==> src/rtl/flash_cmd_pkg.sv <==
package flash_cmd_pkg;

  typedef enum logic [3:0] {
    M_ARRAY  = 4'd0,
    M_IDENT  = 4'd1,
    M_PSETUP = 4'd2,
    M_ESETUP = 4'd3,
    M_PGM    = 4'd4,
    M_BULK   = 4'd5,
    M_SECTOR = 4'd6,
    M_SETTLE = 4'd7,
    M_FAULT  = 4'd8
  } mode_t;

  typedef enum logic [2:0] {
    C_NONE,
    C_RESET,
    C_IDENT,
    C_PGM,
    C_ERASE,
    C_BULK,
    C_SECTOR,
    C_OTHER
  } cmd_t;

  localparam logic [7:0] OP_RESET  = 8'hF0;
  localparam logic [7:0] OP_IDENT  = 8'h90;
  localparam logic [7:0] OP_PGM    = 8'hA0;
  localparam logic [7:0] OP_ERASE  = 8'h80;
  localparam logic [7:0] OP_BULK   = 8'h10;
  localparam logic [7:0] OP_SECTOR = 8'h30;

endpackage

==> src/rtl/flash_rst_sync.sv <==
module flash_rst_sync (
  input  logic clk,
  input  logic rst_n,
  output logic rst_n_sync
);

  logic [1:0] sync_q;

  always_ff @(posedge clk or negedge rst_n) begin
    if (!rst_n) begin
      sync_q <= 2'b00;
    end else begin
      sync_q <= {sync_q[0], 1'b1};
    end
  end

  assign rst_n_sync = sync_q[1];

endmodule

==> src/rtl/flash_cmd_decode.sv <==
module flash_cmd_decode
  import flash_cmd_pkg::*;
#(
  parameter int DW = 8
) (
  input  logic          wr_en,
  input  logic [DW-1:0] wr_data,
  output cmd_t          cmd
);

  logic [7:0] byte_v;

  assign byte_v = wr_data[7:0];

  always_comb begin
    cmd = C_NONE;
    if (wr_en) begin
      unique case (byte_v)
        OP_RESET:  cmd = C_RESET;
        OP_IDENT:  cmd = C_IDENT;
        OP_PGM:    cmd = C_PGM;
        OP_ERASE:  cmd = C_ERASE;
        OP_BULK:   cmd = C_BULK;
        OP_SECTOR: cmd = C_SECTOR;
        default:   cmd = C_OTHER;
      endcase
    end
  end

endmodule

==> src/rtl/flash_op_timer.sv <==
module flash_op_timer #(
  parameter int CW = 8
) (
  input  logic          clk,
  input  logic          rst_n,
  input  logic          load,
  input  logic [CW-1:0] load_val,
  output logic          done
);

  logic [CW-1:0] cnt_q;
  logic [CW-1:0] cnt_d;
  logic          cnt_en;

  assign cnt_en = load || (cnt_q != '0);

  always_comb begin
    if (load) begin
      cnt_d = load_val;
    end else begin
      cnt_d = cnt_q - 1'b1;
    end
  end

  always_ff @(posedge clk or negedge rst_n) begin
    if (!rst_n) begin
      cnt_q <= '0;
    end else if (cnt_en) begin
      cnt_q <= cnt_d;
    end
  end

  assign done = (cnt_q == '0);

endmodule

==> src/rtl/flash_mode_ctrl.sv <==
module flash_mode_ctrl
  import flash_cmd_pkg::*;
#(
  parameter int PGM_CYC    = 6,
  parameter int BULK_CYC   = 20,
  parameter int SECT_CYC   = 12,
  parameter int SETTLE_CYC = 4,
  parameter int CW         = 5
) (
  input  logic          clk,
  input  logic          rst_n,
  input  cmd_t          cmd,
  input  logic          array_fail,
  input  logic          done,
  output mode_t         mode_q,
  output logic          load,
  output logic [CW-1:0] load_val
);

  mode_t mode_d;
  logic  busy_next;

  always_comb begin
    mode_d = mode_q;
    unique case (mode_q)
      M_ARRAY: begin
        unique case (cmd)
          C_RESET: mode_d = M_SETTLE;
          C_IDENT: mode_d = M_IDENT;
          C_PGM:   mode_d = M_PSETUP;
          C_ERASE: mode_d = M_ESETUP;
          default: mode_d = M_ARRAY;
        endcase
      end
      M_IDENT: begin
        if (cmd == C_RESET) mode_d = M_SETTLE;
      end
      M_PSETUP: begin
        if (cmd == C_RESET) mode_d = M_SETTLE;
        else if (cmd != C_NONE) mode_d = M_PGM;
      end
      M_ESETUP: begin
        unique case (cmd)
          C_NONE:   mode_d = M_ESETUP;
          C_RESET:  mode_d = M_SETTLE;
          C_BULK:   mode_d = M_BULK;
          C_SECTOR: mode_d = M_SECTOR;
          default:  mode_d = M_ARRAY;
        endcase
      end
      M_PGM, M_BULK: begin
        if (array_fail) mode_d = M_FAULT;
        else if (done) mode_d = M_ARRAY;
      end
      M_SECTOR: begin
        if (array_fail) mode_d = M_FAULT;
        else if (cmd == C_RESET) mode_d = M_SETTLE;
        else if (done) mode_d = M_ARRAY;
      end
      M_SETTLE: begin
        if (done) mode_d = M_ARRAY;
      end
      M_FAULT: begin
        if (cmd == C_RESET) mode_d = M_SETTLE;
      end
      default: mode_d = M_ARRAY;
    endcase
  end

  always_comb begin
    busy_next = 1'b1;
    load_val  = '0;
    unique case (mode_d)
      M_PGM:    load_val = CW'(PGM_CYC - 1);
      M_BULK:   load_val = CW'(BULK_CYC - 1);
      M_SECTOR: load_val = CW'(SECT_CYC - 1);
      M_SETTLE: load_val = CW'(SETTLE_CYC - 1);
      default:  busy_next = 1'b0;
    endcase
  end

  assign load = busy_next && (mode_d != mode_q);

  always_ff @(posedge clk or negedge rst_n) begin
    if (!rst_n) begin
      mode_q <= M_ARRAY;
    end else begin
      mode_q <= mode_d;
    end
  end

endmodule

==> src/rtl/flash_cmd_fsm.sv <==
module flash_cmd_fsm
  import flash_cmd_pkg::*;
#(
  parameter int PGM_CYC    = 6,
  parameter int BULK_CYC   = 20,
  parameter int SECT_CYC   = 12,
  parameter int SETTLE_CYC = 4
) (
  input  logic       clk,
  input  logic       rst_n,
  input  logic       wr_en,
  input  logic [7:0] wr_data,
  input  logic       array_fail,
  output logic [3:0] mode_o,
  output logic       ready_o,
  output logic       err_o
);

  localparam int MAX_A = (PGM_CYC > BULK_CYC) ? PGM_CYC : BULK_CYC;
  localparam int MAX_B = (SECT_CYC > SETTLE_CYC) ? SECT_CYC : SETTLE_CYC;
  localparam int MAX_CYC = (MAX_A > MAX_B) ? MAX_A : MAX_B;
  localparam int CW = (MAX_CYC < 2) ? 1 : $clog2(MAX_CYC);

  logic          rst_n_sync;
  cmd_t          cmd;
  mode_t         mode_q;
  logic          load;
  logic [CW-1:0] load_val;
  logic          done;

  flash_rst_sync u_rst (
    .clk        (clk),
    .rst_n      (rst_n),
    .rst_n_sync (rst_n_sync)
  );

  flash_cmd_decode #(.DW(8)) u_dec (
    .wr_en   (wr_en),
    .wr_data (wr_data),
    .cmd     (cmd)
  );

  flash_mode_ctrl #(
    .PGM_CYC    (PGM_CYC),
    .BULK_CYC   (BULK_CYC),
    .SECT_CYC   (SECT_CYC),
    .SETTLE_CYC (SETTLE_CYC),
    .CW         (CW)
  ) u_ctrl (
    .clk        (clk),
    .rst_n      (rst_n_sync),
    .cmd        (cmd),
    .array_fail (array_fail),
    .done       (done),
    .mode_q     (mode_q),
    .load       (load),
    .load_val   (load_val)
  );

  flash_op_timer #(.CW(CW)) u_tmr (
    .clk      (clk),
    .rst_n    (rst_n_sync),
    .load     (load),
    .load_val (load_val),
    .done     (done)
  );

  assign mode_o  = mode_q;
  assign ready_o = !(mode_q inside {M_PGM, M_BULK, M_SECTOR, M_SETTLE});
  assign err_o   = (mode_q == M_FAULT);

endmodule

==> config.mk <==
export PLATFORM = sky130hd
export DESIGN_NAME = flash_cmd_fsm
export DESIGN_NICKNAME = d
export VERILOG_FILES = /design/src/rtl/flash_cmd_pkg.sv /design/src/rtl/flash_rst_sync.sv /design/src/rtl/flash_cmd_decode.sv /design/src/rtl/flash_op_timer.sv /design/src/rtl/flash_mode_ctrl.sv /design/src/rtl/flash_cmd_fsm.sv
export SDC_FILE = /design/constraint.sdc
export NUM_CORES = 1
export LEC_CHECK = 0
export BUFFER_PORTS_ARGS = -buffer_cell sky130_fd_sc_hd__buf_4
export CAP_MARGIN = 20
export CORE_MARGIN = 2
export CORE_UTILIZATION = 32
export DETAILED_ROUTE_END_ITERATION = 12
export PLACE_DENSITY_LB_ADDON = 0.2
export SLEW_MARGIN = 20
export SYNTH_ARGS = -nofsm -noshare
export SYNTH_HDL_FRONTEND = slang
export SYNTH_HIERARCHICAL = 1
export SYNTH_SLANG_ARGS = --single-unit
==> constraint.sdc <==
create_clock -name clk -period 1.55 [get_ports clk]
set_clock_uncertainty 0.05 [all_clocks]
set_input_delay 0 -clock clk [delete_from_list [all_inputs] [get_ports clk]]
set_output_delay 0 -clock clk [all_outputs]
set_load 0.05 [all_outputs]
Word level (Yosys, flattened, before mapping)
Index checks and enable logic that the tools add are counted.
{"block": "classes", "addsub": 1, "n_eq_ne": 25, "n_mux": 15, "reduce_logical": 12}
{"operator": "$eq 4x3->1 const B", "count": 8}
{"operator": "$eq 8x8->1 const B", "count": 4}
{"operator": "$mux 4", "count": 7}
{"operator": "$pmux 4 s7", "count": 1}
{"operator": "$pmux 3 s4", "count": 2}
{"operator": "$pmux 5 s4", "count": 1}
{"operator": "$pmux 3 s6", "count": 1}
{"operator": "$eq 3x3->1 const B", "count": 3}
{"operator": "$eq 4x2->1 const B", "count": 2}
{"operator": "$eq 8x5->1 const B", "count": 1}
{"operator": "$eq 8x6->1 const B", "count": 1}
{"operator": "$eq 3x2->1 const B", "count": 2}
{"operator": "$logic_not 5->1", "count": 1}
{"operator": "$mux 5", "count": 1}
{"operator": "$reduce_bool 5->1", "count": 1}
{"operator": "$sub 5x1->5 const B", "count": 1}
{"operator": "$eq 4x1->1 const B", "count": 1}
{"operator": "$eq 4x4->1 const B", "count": 1}
{"operator": "$logic_not 4->1", "count": 1}
{"operator": "$ne 4x4->1", "count": 1}
{"operator": "$reduce_bool 4->1", "count": 1}
{"operator": "$reduce_or 2->1", "count": 2}
{"operator": "$reduce_or 4->1", "count": 1}
{"operator": "$eq 3x1->1 const B", "count": 1}
{"operator": "7 further kinds", "count": 7}
{"block": "word_totals", "regBits": 11, "in_bits": 12, "output_inout_bits": 6, "wordCells": 56}

Depth between registers and ports, before layout
{"block": "logic_depth", "word_depth": 12, "mapped_depth": 13, "ltp_nobuf": 11}

Modules after synthesis
Netlist, hierarchy kept.
{"module": "flash_mode_ctrl", "instances": 1, "cells_per_inst": 74, "area_per_inst_um2": 579.3, "seq_area_each_um2": 100.1}
{"module": "flash_op_timer", "instances": 1, "cells_per_inst": 27, "area_per_inst_um2": 279.0, "seq_area_each_um2": 125.1}
{"module": "flash_cmd_decode", "instances": 1, "cells_per_inst": 14, "area_per_inst_um2": 112.6, "seq_area_each_um2": 0.0}
{"module": "flash_rst_sync", "instances": 1, "cells_per_inst": 3, "area_per_inst_um2": 53.8, "seq_area_each_um2": 50.0}
{"module": "flash_cmd_fsm", "instances": 1, "cells_per_inst": 2, "area_per_inst_um2": 21.3, "seq_area_each_um2": 0.0}

Worst setup path after synthesis
No wires, ideal clock.
{"block": "synth_path", "kind": "register to register", "start": "register u_tmr.cnt_q[0]", "end": "register u_tmr.cnt_q[2]", "setup_time_ns": 0.096, "arrival_ns": 2.252, "required_ns": 1.404, "setup_slack_ns": -0.847, "path_stages_with_launch": 12, "n_path_buf": 1, "synth_period_minus_slack_ns": 2.397, "path_cell_list": "dfrtp_1 > inv_1 > ha_1 > nor4b_4 > inv_1 > a32oi_1 > a22oi_2 > a211oi_1 > a31o_1 > a21boi_2 > clkbuf_1 > o31ai_1"}
{"block": "synth_via", "elab_chain_cells": 10, "word_cells_on_any_way": 19, "cone_classes": "add/sub: 1; eq/ne: 5; mux: 8; reduce/logical: 5"}
{"element": "from (decl)", "line": "flash_op_timer.sv:11", "text": "logic [CW-1:0] cnt_q;"}
{"element": "from (signal assigned)", "line": "flash_op_timer.sv:29", "text": "cnt_q <= cnt_d;"}
{"element": "$logic_not 5->1 *", "line": "flash_op_timer.sv:33", "text": "assign done = (cnt_q == '0);"}
{"element": "via done", "line": "flash_cmd_fsm.sv:29", "text": "logic done;"}
{"element": "$mux 4 *", "line": "flash_mode_ctrl.sv:53, flash_mode_ctrl.sv:58, flash_mode_ctrl.sv:61"}
{"element": "$mux 4", "line": "flash_mode_ctrl.sv:57", "text": "else if (cmd == C_RESET) mode_d = M_SETTLE;"}
{"element": "$mux 4", "line": "flash_mode_ctrl.sv:56", "text": "if (array_fail) mode_d = M_FAULT;"}
{"element": "$pmux 4 s7 *", "line": "flash_mode_ctrl.sv:25", "text": "unique case (mode_q)"}
{"element": "$eq 4x3->1", "line": "flash_mode_ctrl.sv:73", "text": "unique case (mode_d)"}
{"element": "$reduce_or 4->1 (no line)"}
{"element": "$mux 1", "line": "flash_mode_ctrl.sv:73"}
{"element": "$logic_and 1x1->1 *", "line": "flash_mode_ctrl.sv:82", "text": "assign load = busy_next && (mode_d != mode_q);"}
{"element": "via load", "line": "flash_cmd_fsm.sv:27", "text": "logic load;"}
{"element": "$mux 5 / $logic_or 1x1->1 (equally long branches)", "line": "flash_op_timer.sv:18, flash_op_timer.sv:15"}
The timed path passes the listed nets; every way through them passes the cells marked *.
A chain may end at the register's enable or synchronous reset.

Worst setup path after layout
{"block": "layout_path", "start": "register u_tmr.cnt_q[1]", "end": "register u_tmr.cnt_q[3]"}
The elaborated chain is that of the path after synthesis.

==> results.yml <==
logic_synthesis:
  ys_seq_area_frac: 0.263
  synth_cells: 120
  synth_fp_nets: 133
  synthTopCellsByArea: "dfrtp_1 26%, xnor2_1 5.0%, inv_1 3.6%"
  netlist_area_mm2: 0.00105
  synth_edf_count: 0
  ys_seq_elements: 11
  synth.top_cells.by_count: "11 x dfrtp_1, 10 x inv_1, 9 x nand2_1, 6 x xnor2_1"
  synthDistinctLibCells: 53
  synthArstFlopShare: 1.00
  synth.top_cell.area_share: 0.263
  avgSynthCellArea_um2: 8.72
  synth_flop_cell: "dfrtp_1"
  synth_top_area_cell: "dfrtp_1"
  yosysMostFrequentCell: "dfrtp_1"
  yosysWarnings: 6
drt:
  detail_route.wl_per_cell_um: 11.9
  drt-total-wl_um: 2720
  detail_route.drc_violations: 0
  routed_via_density: 4.85
  vias: 1105
  drt-pass1-iter-count: 4
  ant_nets: 0
  first_iter_violations: 37
timing:
  fmax_mhz: 468
  grt_setup_unrepaired: "yes"
  setup_tns_ns: -3.69
  hold_viol: 0
  drv_slew: 0
  post-route-min-period_ns: 2.14
  fin_ws_ns: -0.585
  fin_crit_sh: 1.38
  final-setup-viol-count: 8
grt:
  grt_pass1_wl_um: 4650
  track_usage: 0.165
  grt_pass1_vias: 1052
  antenna_found_initial: 0
  gr-total-overflow: 0
  grt_max_degree: 14
placement:
  gp_congestion: 0.860
  hpwl_um: 2100
  port_buffers: 17
clock_network:
  cts_buffers: 3
  cts.htree.levels: 1
  clk_pin_slew_ns: 0.07
  clock_path_buffers: 2
  cts-root-buf: "clkbuf_4"
  cts_tree: "built"
  clk_latency_ns: 0.26
  clock_sinks: 11
power_and_ir_drop:
  comb_power_share: 0.742
  pwr-share-seq: 0.196
  p_clk_frac: 0.062
  total_power_mw: 2.97
  p_per_area_mw_per_mm2: 1800
  ir_worst_vdd_mv: 1.04
  leakagePower_nw: 0.709
  switching_share: 0.436
  power.internal_mw: 1.68
  p_sw_mw: 1.30
setup_path:
  crit_type: "flip-flop to flip-flop"
  crit_path_end_kind: "flip-flop"
  worstPathArrival_ns: 2.25
  r2r_end: "u_tmr/cnt_q[3]$_DFFE_PN0P_"
  crit_required_ns: 1.67
  r2r.worst_path.cells: 12
  start_kind: "flip-flop"
  r2r_slack_ns: -0.59
  r2r-start: "u_tmr/cnt_q[1]$_DFFE_PN0P_"
  crit_fanout: 5
outcome:
  status: "finished, violations left"
  failed_checks: "negative setup slack"
cells_and_area:
  drive_gt1_frac: 0.516
  num_antenna_cells: 0
  synthToLayoutAreaGrowth_pct: 57.7
  multi_input_area_um2: 739
  regArea_um2: 279
  fill_cells: 292
  layout.nets: 198
floorplanning:
  chipHeight_um: 61.2
  fp-row-count: 20
  die_x_um: 61.2
  core_mm2: 0.00308
  io_pins: 18
  die-area_mm2: 0.00374
  start_util: 0.340
min_path:
  holdCritPathClass: "flip-flop to async pin"
run:
  cap_viol_max_count: 0
[logic make-up (layout without fill, tap and decap cells)]
group	Yosys count	in the layout	synth area share
and+or+nand+nor	46	46	0.304
AOI/OAI and AO/OA	35	35	0.264
DFF	11	11	0.263
other	1	1	0.00359
muxes	3	3	0.0299
buffers and inverters	17	81	0.0730
xor gates and xnor gates	6	6	0.0502
adders and majority gates	1	1	0.0120
[per-layer routing]
layer  vias up  GRT usage  routed length (um)
li1        570          -                   -
met1       528      0.238                1310
met2         5      0.260                1370
met3         2     0.0126                  26
met4         0     0.0559                  16
met5         -          0                   0
[worst max-delay path, cell delays in order (launching register included)]
cell and delay, ns:
dfrtp_1 0.39, inv_2 0.08, ha_4 0.13, nor4b_4 0.21, inv_2 0.08, a32oi_2 0.19, a22oi_2 0.10, buf_4 0.15
a31o_1 0.21, a21boi_2 0.18, buf_6 0.13, nand2_1 0.06, o31ai_1 0.07
[layout by cell type (no fill, tap or decap), drive strengths merged, types with 4 or more instances in the layout]
cell,Yosys,layout
nor3,4,4
o21ai,6,6
nor3b,5,5
nor2,5,5
o31ai,4,4
nor4,4,4
xnor2,6,6
a21oi,6,6
clkbuf,1,4
dfrtp,11,11
inv,11,11
nand2b,5,5
nor4b,4,4
nand2,10,10
buf,5,64
[final cells by class]
type,instances,area share
clock buffer,4,0.0159
inverter,11,0.0250
multi-input combinational,92,0.448
sequential,11,0.169
tap,44,0.0334
timing repair buffer,66,0.308
[sequential cells by signal, summed over array words and instances, names as in the netlist]
name and flops:
u_tmr/cnt_q 5, u_ctrl/mode_q 4, u_rst/sync_q 2
[worst max-delay path by stage]
stage	cells after the start	endpoint	slack, ns	from
2_1_floorplan	11	u_tmr/cnt_q[3]$_DFFE_PN0P_	-0.64	u_tmr/cnt_q[0]$_DFFE_PN0P_
3_3_place_gp	12	u_tmr/cnt_q[3]$_DFFE_PN0P_	-0.69	wr_data[1]
3_5_place_dp	12	u_tmr/cnt_q[3]$_DFFE_PN0P_	-0.75	wr_data[1]
4_1_cts	12	u_tmr/cnt_q[3]$_DFFE_PN0P_	-0.57	u_tmr/cnt_q[1]$_DFFE_PN0P_
6_report	12	u_tmr/cnt_q[3]$_DFFE_PN0P_	-0.59	u_tmr/cnt_q[1]$_DFFE_PN0P_
5_1_grt	12	u_tmr/cnt_q[3]$_DFFE_PN0P_	-0.72	u_tmr/cnt_q[1]$_DFFE_PN0P_
[power by group through the flow]
stage	clock, mW	sequential (mW)	combinational (mW)
floorplan	0	0.678	1.09
global placement	0	0.592	1.97
detailed placement	0	0.597	2.00
CTS	0.196	0.591	2.07
global route	0.216	0.609	2.38
finish	0.183	0.584	2.21
[what timing repair did]
item,in CTS,in global routing
setup endpoints to repair,8,9
gates resized for setup,2,7
cloned,0,1
hold buffers,2,0
buffers inserted,2,3
pin swaps,3,4
endpoints found under the hold margin,2,0
[metrics by stage]
stage / setup WS, ns / util / hold WS, ns / cells / area (um2)
6_report: -0.585 / 0.536 / 0.0945 / 228 / 1650
5_1_grt: -0.724 / 0.536 / 0.147 / 228 / 1650
3_5_place_dp: -0.751 / 0.496 / -0.268 / 216 / 1530
4_1_cts: -0.567 / 0.518 / 0.108 / 224 / 1590
3_3_place_gp: -0.694 / 0.496 / -0.267 / 216 / 1530
2_1_floorplan: -0.637 / - / -0.346 / 120 / 1080
(Power assumes the default switching activity.)
